### config.mk
export PLATFORM = sky130hd
export DESIGN_NAME = spi_word_port
export DESIGN_NICKNAME = d
export VERILOG_FILES = /design/src/rtl/spi_wp_pkg.sv /design/src/rtl/wp_byte_fifo.sv /design/src/rtl/wp_reset_ctl.sv /design/src/rtl/wp_dma_req.sv /design/src/rtl/wp_bus_adapter.sv /design/src/rtl/spi_word_port.sv
export SDC_FILE = /design/constraint.sdc
export NUM_CORES = 1
export LEC_CHECK = 0
export BUFFER_PORTS_ARGS = -buffer_cell sky130_fd_sc_hd__buf_2
export CORE_UTILIZATION = 40
export CTS_CLUSTER_SIZE = 25
export DETAILED_ROUTE_END_ITERATION = 10
export SYNTH_ARGS = -nofsm -noshare
export SYNTH_HDL_FRONTEND = slang
export SYNTH_SLANG_ARGS = --single-unit
### constraint.sdc
create_clock -name clk -period 6.1 [get_ports clk]
set_input_delay 0.61 -clock clk [delete_from_list [all_inputs] [get_ports clk]]
set_output_delay 0.61 -clock clk [all_outputs]
set_load 0.01 [all_outputs]
### src/rtl/spi_wp_pkg.sv
package spi_wp_pkg;
   localparam int BYTE_W    = 8;
   localparam int LANES     = 4;
   localparam int WORD_W    = BYTE_W * LANES;
   localparam int CNT_W     = 3;
   localparam logic [4:0] UNIT8_CODE = 5'd7;

   typedef struct packed {
      logic txf;
      logic rxf;
      logic all;
   } rst_req_t;
endpackage

### src/rtl/wp_byte_fifo.sv
module wp_byte_fifo #(
   parameter int AW         = 4,
   parameter int PUSH_LANES = 1,
   parameter int POP_LANES  = 1
) (
   input  logic                      clk,
   input  logic                      rst_n,
   input  logic                      flush,
   input  logic [2:0]                push_n,
   input  logic [8*PUSH_LANES-1:0]   push_data,
   input  logic [2:0]                pop_n,
   output logic [8*POP_LANES-1:0]    peek,
   output logic [AW:0]               level
);
   localparam int DEPTH = 1 << AW;
   localparam int LW    = AW + 1;

   generate
      if (AW < 2 || AW > 12) begin : g_bad_aw
         $error("wp_byte_fifo: AW must be 2..12");
      end
      if (PUSH_LANES < 1 || PUSH_LANES > 4 || POP_LANES < 1 || POP_LANES > 4) begin : g_bad_lanes
         $error("wp_byte_fifo: lane counts must be 1..4");
      end
   endgenerate

   logic [7:0]    mem [DEPTH];
   logic [AW-1:0] wp_q, rp_q;
   logic [LW-1:0] level_q;

   always_ff @(posedge clk or negedge rst_n) begin
      if (!rst_n) begin
         wp_q    <= '0;
         rp_q    <= '0;
         level_q <= '0;
      end else if (flush) begin
         wp_q    <= '0;
         rp_q    <= '0;
         level_q <= '0;
      end else begin
         wp_q    <= wp_q + AW'(push_n);
         rp_q    <= rp_q + AW'(pop_n);
         level_q <= level_q + LW'(push_n) - LW'(pop_n);
      end
   end

   always_ff @(posedge clk) begin
      if (!flush) begin
         for (int i = 0; i < PUSH_LANES; i++) begin
            if (3'(i) < push_n) mem[wp_q + AW'(i)] <= push_data[i*8 +: 8];
         end
      end
   end

   generate
      for (genvar g = 0; g < POP_LANES; g++) begin : g_peek
         assign peek[g*8 +: 8] = mem[rp_q + AW'(g)];
      end
   endgenerate

   assign level = level_q;
endmodule

### src/rtl/wp_reset_ctl.sv
module wp_reset_ctl
   import spi_wp_pkg::*;
(
   input  logic       clk,
   input  logic       rst_n,
   input  logic       ctl_wr,
   input  logic [2:0] ctl_bits,
   output logic [2:0] pend,
   output logic       flush_tx,
   output logic       flush_rx,
   output logic       clr_all
);
   rst_req_t pend_q;

   always_ff @(posedge clk or negedge rst_n) begin
      if (!rst_n)      pend_q <= '0;
      else if (ctl_wr) pend_q <= rst_req_t'(ctl_bits);
      else             pend_q <= '0;
   end

   assign pend     = pend_q;
   assign flush_tx = pend_q.txf | pend_q.all;
   assign flush_rx = pend_q.rxf | pend_q.all;
   assign clr_all  = pend_q.all;
endmodule

### src/rtl/wp_dma_req.sv
module wp_dma_req #(
   parameter int AW    = 4,
   parameter bit IS_TX = 1'b1
) (
   input  logic        en,
   input  logic [AW:0] level,
   output logic        req
);
   localparam int          DEPTH = 1 << AW;
   localparam logic [AW:0] FULLV = (AW+1)'(DEPTH);
   localparam logic [AW:0] HALF  = (AW+1)'(DEPTH / 2);

   generate
      if (IS_TX) begin : g_room
         assign req = en && ((FULLV - level) >= HALF);
      end else begin : g_fill
         assign req = en && (level >= HALF);
      end
   endgenerate
endmodule

### src/rtl/wp_bus_adapter.sv
module wp_bus_adapter
   import spi_wp_pkg::*;
#(
   parameter int TX_AW = 4,
   parameter int RX_AW = 3
) (
   input  logic              clk,
   input  logic              rst_n,
   input  logic              clr_all,
   input  logic              merge_on,
   input  logic              wr,
   input  logic [WORD_W-1:0] wdata,
   input  logic              rd,
   input  logic [TX_AW:0]    tx_level,
   input  logic [RX_AW:0]    rx_level,
   input  logic [WORD_W-1:0] rx_peek,
   output logic [2:0]        tx_push_n,
   output logic [WORD_W-1:0] tx_push_data,
   output logic [2:0]        rx_pop_n,
   output logic              tx_full,
   output logic              rx_empty,
   output logic [WORD_W-1:0] rdata,
   output logic              tx_err,
   output logic              rx_err
);
   localparam logic [TX_AW:0] TX_FULLV = (TX_AW+1)'(1 << TX_AW);

   logic [2:0]        nb;
   logic [TX_AW:0]    tx_free;
   logic              wr_ok, rd_ok;
   logic [WORD_W-1:0] rd_word;
   logic [WORD_W-1:0] rdata_q;
   logic              tx_err_q, rx_err_q;

   assign nb       = merge_on ? 3'(LANES) : 3'd1;
   assign tx_free  = TX_FULLV - tx_level;
   assign tx_full  = tx_free < (TX_AW+1)'(nb);
   assign rx_empty = rx_level < (RX_AW+1)'(nb);
   assign wr_ok    = wr && !tx_full;
   assign rd_ok    = rd && !rx_empty;

   assign tx_push_n    = wr_ok ? nb : 3'd0;
   assign tx_push_data = wdata;
   assign rx_pop_n     = rd_ok ? nb : 3'd0;
   assign rd_word      = merge_on ? rx_peek : {{(WORD_W-BYTE_W){1'b0}}, rx_peek[BYTE_W-1:0]};

   always_ff @(posedge clk or negedge rst_n) begin
      if (!rst_n) begin
         rdata_q  <= '0;
         tx_err_q <= 1'b0;
         rx_err_q <= 1'b0;
      end else if (clr_all) begin
         rdata_q  <= '0;
         tx_err_q <= 1'b0;
         rx_err_q <= 1'b0;
      end else begin
         if (rd) rdata_q <= rd_ok ? rd_word : '0;
         if (wr && tx_full) tx_err_q <= 1'b1;
         if (rd && rx_empty) rx_err_q <= 1'b1;
      end
   end

   assign rdata  = rdata_q;
   assign tx_err = tx_err_q;
   assign rx_err = rx_err_q;
endmodule

### src/rtl/spi_word_port.sv
module spi_word_port
   import spi_wp_pkg::*;
#(
   parameter int TX_AW = 4,
   parameter int RX_AW = 3
) (
   input  logic             clk,
   input  logic             rst_n,
   input  logic             merge_en,
   input  logic [4:0]       unit_len,
   input  logic             dat_wr,
   input  logic [31:0]      dat_wdata,
   input  logic             dat_rd,
   output logic [31:0]      dat_rdata,
   input  logic             ctl_wr,
   input  logic [2:0]       ctl_wdata,
   output logic [2:0]       rst_pend,
   output logic             tx_full,
   output logic             rx_empty,
   output logic [TX_AW:0]   tx_level,
   output logic [RX_AW:0]   rx_level,
   output logic             tx_ovf_err,
   output logic             rx_udf_err,
   output logic [3:0]       tx_depth_code,
   output logic [3:0]       rx_depth_code,
   input  logic             tx_dma_en,
   input  logic             rx_dma_en,
   output logic             tx_dma_req,
   output logic             rx_dma_req,
   output logic             ser_tx_avail,
   output logic [7:0]       ser_tx_byte,
   input  logic             ser_tx_take,
   input  logic             ser_rx_put,
   input  logic [7:0]       ser_rx_byte
);
   localparam int RX_DEPTH = 1 << RX_AW;
   localparam logic [RX_AW:0] RX_FULLV = (RX_AW+1)'(RX_DEPTH);

   generate
      if (TX_AW < 2 || TX_AW > 12 || RX_AW < 2 || RX_AW > 12) begin : g_bad_depth
         $error("spi_word_port: FIFO address widths must be 2..12");
      end
   endgenerate

   logic              flush_tx, flush_rx, clr_all;
   logic              merge_on;
   logic [2:0]        tx_push_n, rx_pop_n, tx_pop_n, rx_push_n;
   logic [WORD_W-1:0] tx_push_data, rx_peek;

   assign merge_on = merge_en && (unit_len == UNIT8_CODE);

   wp_reset_ctl u_rst (
      .clk      (clk),
      .rst_n    (rst_n),
      .ctl_wr   (ctl_wr),
      .ctl_bits (ctl_wdata),
      .pend     (rst_pend),
      .flush_tx (flush_tx),
      .flush_rx (flush_rx),
      .clr_all  (clr_all)
   );

   wp_bus_adapter #(.TX_AW(TX_AW), .RX_AW(RX_AW)) u_bus (
      .clk          (clk),
      .rst_n        (rst_n),
      .clr_all      (clr_all),
      .merge_on     (merge_on),
      .wr           (dat_wr),
      .wdata        (dat_wdata),
      .rd           (dat_rd),
      .tx_level     (tx_level),
      .rx_level     (rx_level),
      .rx_peek      (rx_peek),
      .tx_push_n    (tx_push_n),
      .tx_push_data (tx_push_data),
      .rx_pop_n     (rx_pop_n),
      .tx_full      (tx_full),
      .rx_empty     (rx_empty),
      .rdata        (dat_rdata),
      .tx_err       (tx_ovf_err),
      .rx_err       (rx_udf_err)
   );

   assign ser_tx_avail = (tx_level != '0);
   assign tx_pop_n     = (ser_tx_take && ser_tx_avail) ? 3'd1 : 3'd0;
   assign rx_push_n    = (ser_rx_put && (rx_level < RX_FULLV)) ? 3'd1 : 3'd0;

   wp_byte_fifo #(.AW(TX_AW), .PUSH_LANES(LANES), .POP_LANES(1)) u_txf (
      .clk       (clk),
      .rst_n     (rst_n),
      .flush     (flush_tx),
      .push_n    (tx_push_n),
      .push_data (tx_push_data),
      .pop_n     (tx_pop_n),
      .peek      (ser_tx_byte),
      .level     (tx_level)
   );

   wp_byte_fifo #(.AW(RX_AW), .PUSH_LANES(1), .POP_LANES(LANES)) u_rxf (
      .clk       (clk),
      .rst_n     (rst_n),
      .flush     (flush_rx),
      .push_n    (rx_push_n),
      .push_data (ser_rx_byte),
      .pop_n     (rx_pop_n),
      .peek      (rx_peek),
      .level     (rx_level)
   );

   wp_dma_req #(.AW(TX_AW), .IS_TX(1'b1)) u_txdma (
      .en    (tx_dma_en),
      .level (tx_level),
      .req   (tx_dma_req)
   );

   wp_dma_req #(.AW(RX_AW), .IS_TX(1'b0)) u_rxdma (
      .en    (rx_dma_en),
      .level (rx_level),
      .req   (rx_dma_req)
   );

   assign tx_depth_code = 4'(TX_AW - 1);
   assign rx_depth_code = 4'(RX_AW - 1);
endmodule

# Word level (Yosys, flattened, before mapping)
# Memory sizes are Yosys's and may differ from the RTL's.
# Cells that the tools add are included.
[word_totals]
ff_bits = 60
mem_bits_rw = 192
input_bits = 58
out_inout_bits = 67
elab_cells = 92
n_memories = 2
[classes]
addsub = 15
magnitude_cmp = 10
n_eq_ne = 1
mux = 35
n_bitwise = 2
reduce_logical = 15
[mem_list]
columns = ["name", "depth", "width", "rd", "rd_ports_with_merged_regs", "write_ports", "line_no", "text"]
rows = [
  ["u_txf.mem", 16, 8, 1, 0, 4, "wp_byte_fifo.sv:27", "logic [7:0] mem [DEPTH];"],
  ["u_rxf.mem", 8, 8, 4, 0, 1, "wp_byte_fifo.sv:27", ""],
]
[op_table]
columns = ["operator", "n"]
rows = [
  ["$mux 32", 4],
  ["$mux 1", 21],
  ["$mux 3", 6],
  ["$mux 4", 3],
  ["$logic_and 1x1->1", 9],
  ["$add 4x1->4", 2],
  ["$add 4x2->4 const B", 2],
  ["$add 3x2->3 const B", 2],
  ["$lt 1x3->1 const A", 2],
  ["$lt 2x3->1 const A", 2],
  ["$reduce_bool 2->1", 3],
  ["$add 5x3->5", 1],
  ["$eq 5x3->1 const B", 1],
  ["$ge 5x4->1 const B", 1],
  ["$lt 5x3->1", 1],
  ["$mux 5", 1],
  ["$reduce_bool 5->1", 1],
  ["$sub 5x1->5", 1],
  ["$sub 5x5->5 const A", 1],
  ["$add 4x1->4 const B", 1],
  ["$add 4x3->4", 1],
  ["$ge 4x3->1 const B", 1],
  ["$lt 4x3->1", 1],
  ["$lt 4x4->1 const B", 1],
  ["other kinds (7)", 9],
]

# Longest topological paths before layout
[logic_depth]
depth_word = 11
ltp_mapped = 17
ltp_nobuf = 15

# By module
# A second synthesis with hierarchy kept.
[hier_totals]
hier_cells = 1510
hier_area_um2 = 17424.2
[by_module_without_submodules]
columns = ["mod", "instances", "cells_each", "area_each_um2", "seq_area_each_um2"]
rows = [
  ["wp_byte_fifo (u_txf)", 1, 1085, 11039.3, 4169.0],
  ["wp_byte_fifo (u_rxf)", 1, 247, 4424.2, 2172.1],
  ["wp_bus_adapter", 1, 147, 1701.6, 850.8],
  ["wp_reset_ctl", 1, 9, 113.9, 75.1],
  ["spi_word_port", 1, 17, 110.1, 0.0],
  ["wp_dma_req (u_txdma)", 1, 4, 27.5, 0.0],
  ["wp_dma_req (u_rxdma)", 1, 1, 7.5, 0.0],
]

# Worst setup path before layout
# No wires, ideal clock.
[synth_path]
kind = "input-to-reg"
from = "in unit_len[4]"
to = "reg u_txf.level_q[4], in the netlist u_txf.level[4]"
setup_ns = 0.133
arrival_time_ns = 3.647
t_required_ns = 5.967
path_slack_ns = 2.320
cell_stages = 17
n_path_buf = 3
path_cell_list = "nand4b_2 -> nor2_2 -> inv_2 -> ha_1 -> nor2_1 -> o211ai_1 -> buf_2 -> buf_2 -> buf_1 -> nand3_1 -> ha_1 -> inv_1 -> ha_1 -> a21o_1 -> a21oi_1 -> xnor2_1 -> nor2_1"
[synth_via]
elab_chain_len = 10
[synth_rtl]
columns = ["element", "line_no", "text"]
rows = [
  ["start, declared", "spi_word_port.sv:10", "input logic [4:0] unit_len,"],
  ["$eq 5x3->1 *", "spi_word_port.sv:50", "assign merge_on = merge_en && (unit_len == UNIT8_CODE);"],
  ["$logic_and 1x1->1 *", "spi_word_port.sv:50", ""],
  ["$mux 3 *", "wp_bus_adapter.sv:35", "assign nb = merge_on ? 3'(LANES) : 3'd1;"],
  ["$lt 5x3->1", "wp_bus_adapter.sv:37", "assign tx_full = tx_free < (TX_AW+1)'(nb);"],
  ["$logic_not 1->1", "wp_bus_adapter.sv:39", "assign wr_ok = wr && !tx_full;"],
  ["$logic_and 1x1->1", "wp_bus_adapter.sv:39", ""],
  ["$mux 3 *", "wp_bus_adapter.sv:42", "assign tx_push_n = wr_ok ? nb : 3'd0;"],
  ["$add 5x3->5 *", "wp_byte_fifo.sv:43", "level_q <= level_q + LW'(push_n) - LW'(pop_n);"],
  ["$sub 5x1->5 *", "wp_byte_fifo.sv:43", ""],
  ["$mux 5 *", "wp_byte_fifo.sv:36", "end else if (flush) begin"],
  ["end signal, assigned", "wp_byte_fifo.sv:43", ""],
  ["end, declared", "wp_byte_fifo.sv:29", "logic [LW-1:0] level_q;"],
]
# Every way passes the cells marked *; elsewhere a longest branch is shown, timed or not.
# A chain may end at the register's enable or synchronous reset.

==> results by group <==
Outcome
  – Status: complete, no violations

Synthesis
  – Main area contributors after synthesis: edfxtp_1, mux4_2, dfrtp_1, mux2i_1, o21ai_0
  – Syn Inst Count: 1,475
  – Cell taking the most area after synthesis: edfxtp_1
  – Mapped Avg Cell Area: 11.19 um2
  – Yosys warnings: 0
  – Fraction of registers with async set/reset: 23.81%
  – Top_reg_cell synth: edfxtp_1
  – Post-synth cell types: 70
  – Synthesized area: 0.01651 mm2
  – Yosys top cell area share: 34.92%
  – Post-synthesis register bit count: 252
  – Post-synth EDFFs: 192
  – Register area share after synthesis: 44.01%

Die
  – Core area: 0.04074 mm2
  – Die W: 205.2 um
  – I/O pin total: 125
  – Starting density of the core: 40.53%
  – Rows: 74
  – Die height: 205.2 um
  – Die ar.: 0.04210 mm2

Layout
  – Commonest non-fill, non-tap cells in the layout: edfxtp_1, o21ai_0, buf_2
  – Layout cells sized above 1: 21.37%
  – Final core occ: 44.86%
  – # nets final: 1,586
  – Fillers: 3,780
  – N_diodes: 0
  – P&R area growth vs syn: 10.69%
  – Commonest non-fill, non-tap cell in the layout: edfxtp_1

Clocking
  – CTS resizes: 0
  – Clock transition at path regs: 0.06 ns
  – Post-CTS Setup Inserts: 0
  – CTS tree: built
  – Root Buffer: clkbuf_16
  – Clk_lat worst skew: 0.59 ns
  – Htree depth: 1
  – Total CTS buffers: 29
  – # hold bufs at CTS: 0
  – TritonCTS Sinks: 252
  – Largest buffer count on any clock path: 3

Setup path
  – Critical Path RT: 6.28 ns
  – Reg-to-reg slack, setup: 2.03 ns
  – Max FO, Critical Path: 33
  – R2r startpoint: u_txf.level[1]
  – CP Data Arrival Time: 4.34 ns
  – Crit. Startpoint: unit_len[4]
  – Kind of critical path: in -> reg
  – Critical path capture point type: register
  – R2R cell count: 11
  – CP Launch Type: input pin
  – Worst r2r dst: u_txf.mem[0][0]

STA
  – Maximum clock rate: 240.5 MHz
  – Min cycle time layout: 4.158 ns
  – Slew Limit Fails: 0
  – Worst-Margin Slew: 1.157 ns
  – Final setup vio count: 0
  – Part of the cycle the worst path needs: 68.16%
  – Slew headroom: 22.34%
  – Worst hold slack: 0.1958 ns
  – Post-route setup TNS: 0 ns
  – Clock Skew: 0.01905 ns
  – Final Hold Fails: 0
  – Unrepaired setup endpoints after global routing: no

Detailed routing
  – DRT iter0 DRCs: 2,052
  – Initial DRT Pass Iterations: 8
  – Wire per inst: 29.63 um
  – ANT nets after route: 0
  – Via count: 14,110
  – Via-per-instance ratio: 6.871
  – WL final: 60.84 mm
  – DRC: 0

Power
  – Pwr dens: 337.1 mW/mm2
  – Tot Pwr: 6.162 mW
  – P_leak: 6.512 nW
  – Worst VDD drop: 228.6 uV

Global routing
  – Initial antenna violation count: 0
  – GRT Util Overall: 29.00%
  – Largest net degree at the start of global routing: 62
  – Vias in the first global route: 13,280
  – First-pass GRT wire length: 88.45 mm
  – Global route overflow: 0

Placed design
  – Detail Placement HPWL: 42.56 mm
  – Port bufs: 116
  – GP Congestion: 1.049

Run
  – Max-cap viol count: 0

Hold path
  – Hold crit path type: in -> async
stage by stage:
stage / setup slack [ns] / cell area, um2 / cells
after floorplan: 2.320 / 16530 / 1481
after global placement: 1.529 / 17330 / 1999
after detailed placement: 1.458 / 17330 / 1999
after CTS: 2.019 / 18280 / 2053
after global routing: 1.765 / 18280 / 2053
final: 1.942 / 18280 / 2053
registers in the layout (all words and copies together), names as in the netlist:
| name | cells |
|---|---|
| u_rst.clr_all | 1 |
| u_txf.rp_q | 4 |
| u_rst.pend | 2 |
| u_bus.tx_err | 1 |
| u_txf.level | 5 |
| u_rxf.rp_q | 3 |
| u_bus.rx_err | 1 |
| u_txf.mem | 128 |
| u_bus.rdata | 32 |
| u_rxf.wp_q | 3 |
| u_rxf.level | 4 |
| u_rxf.mem | 64 |
| u_txf.wp_q | 4 |
per-layer routing:
layer	wire length, um	vias to the layer above	GRT usage [%]
met1	21920	6775	35.96
met5	0	-	0
li1	-	5916	-
met3	7339	305	7.634
met2	27650	1110	45.74
met4	3931	0	16.75
synthesized netlist by cell type, drive strengths merged, types with 3 or more instances:
cell    number
a21o         3
a21oi       22
a221oi      65
and2        26
and3         5
buf         57
clkbuf      96
dfrtp       60
edfxtp     192
ha          28
inv         30
mux2i       80
mux4       104
nand2      105
nand2b       7
nand3       70
nand3b       6
nand4       48
nor2        83
nor2b        5
nor3        11
nor4        10
o211ai      33
o21ai      130
o22ai       63
o31ai       72
or2          5
or3          4
xnor2       13
xor2        10
critical path, cell delays in order:
cell and delay, ns:
buf_2 0.10, nand4b_2 0.35, nor2_2 0.16, buf_4 0.22, inv_2 0.16, ha_1 0.33, nor2_1 0.15, o211a_2 0.58
buf_4 0.44, or3_1 0.56, nor3_1 0.14, a21oi_1 0.15, nand3_1 0.37
cell type report:
class | instances | area (um2) | share of cell area [%]
inverters | 31 | 116.4 | 0.6366
flip-flops and latches | 252 | 7273 | 39.79
clock inverters | 21 | 171.4 | 0.9378
well taps | 532 | 665.6 | 3.642
clock buffers | 33 | 772.0 | 4.224
repair buffers | 139 | 753.2 | 4.121
multi-input cells | 1045 | 8526 | 46.65
where the power goes:
| part | switching [mW] | internal, mW | total (mW) |
|---|---|---|---|
| combinational | 1.29 | 1.00 | 2.29 |
| clock | 0.757 | 0.961 | 1.72 |
| sequential | 0.164 | 1.99 | 2.15 |
| total | 2.22 | 3.95 | 6.16 |
kinds of logic (layout without fill, tap and decap cells):
group	count (synthesis)	in the layout	synth area share [%]
AOI/OAI and AO/OA	404	404	16.22
adders and majority gates	30	30	2.364
xor gates and xnor gates	23	23	1.220
and+or+nand+nor	395	395	12.40
buffers and inverters	184	224	4.637
other	2	8	0.04548
muxes	185	185	19.10
DFF	252	252	44.01
worst max-delay path by stage:
| stage | end | slack (ns) | cells after the start |
|---|---|---|---|
| 6_report | u_txf.mem[0][0] | 1.94 | 13 |
| 5_1_grt | u_txf.mem[0][3] | 1.76 | 13 |
| 4_1_cts | u_txf.mem[0][1] | 2.02 | 13 |
| 3_5_place_dp | u_txf.mem[0][5] | 1.46 | 13 |
| 3_3_place_gp | u_txf.mem[0][3] | 1.53 | 13 |
| 2_1_floorplan | u_txf.level[4] | 2.32 | 17 |
(Power assumes the default switching activity.)
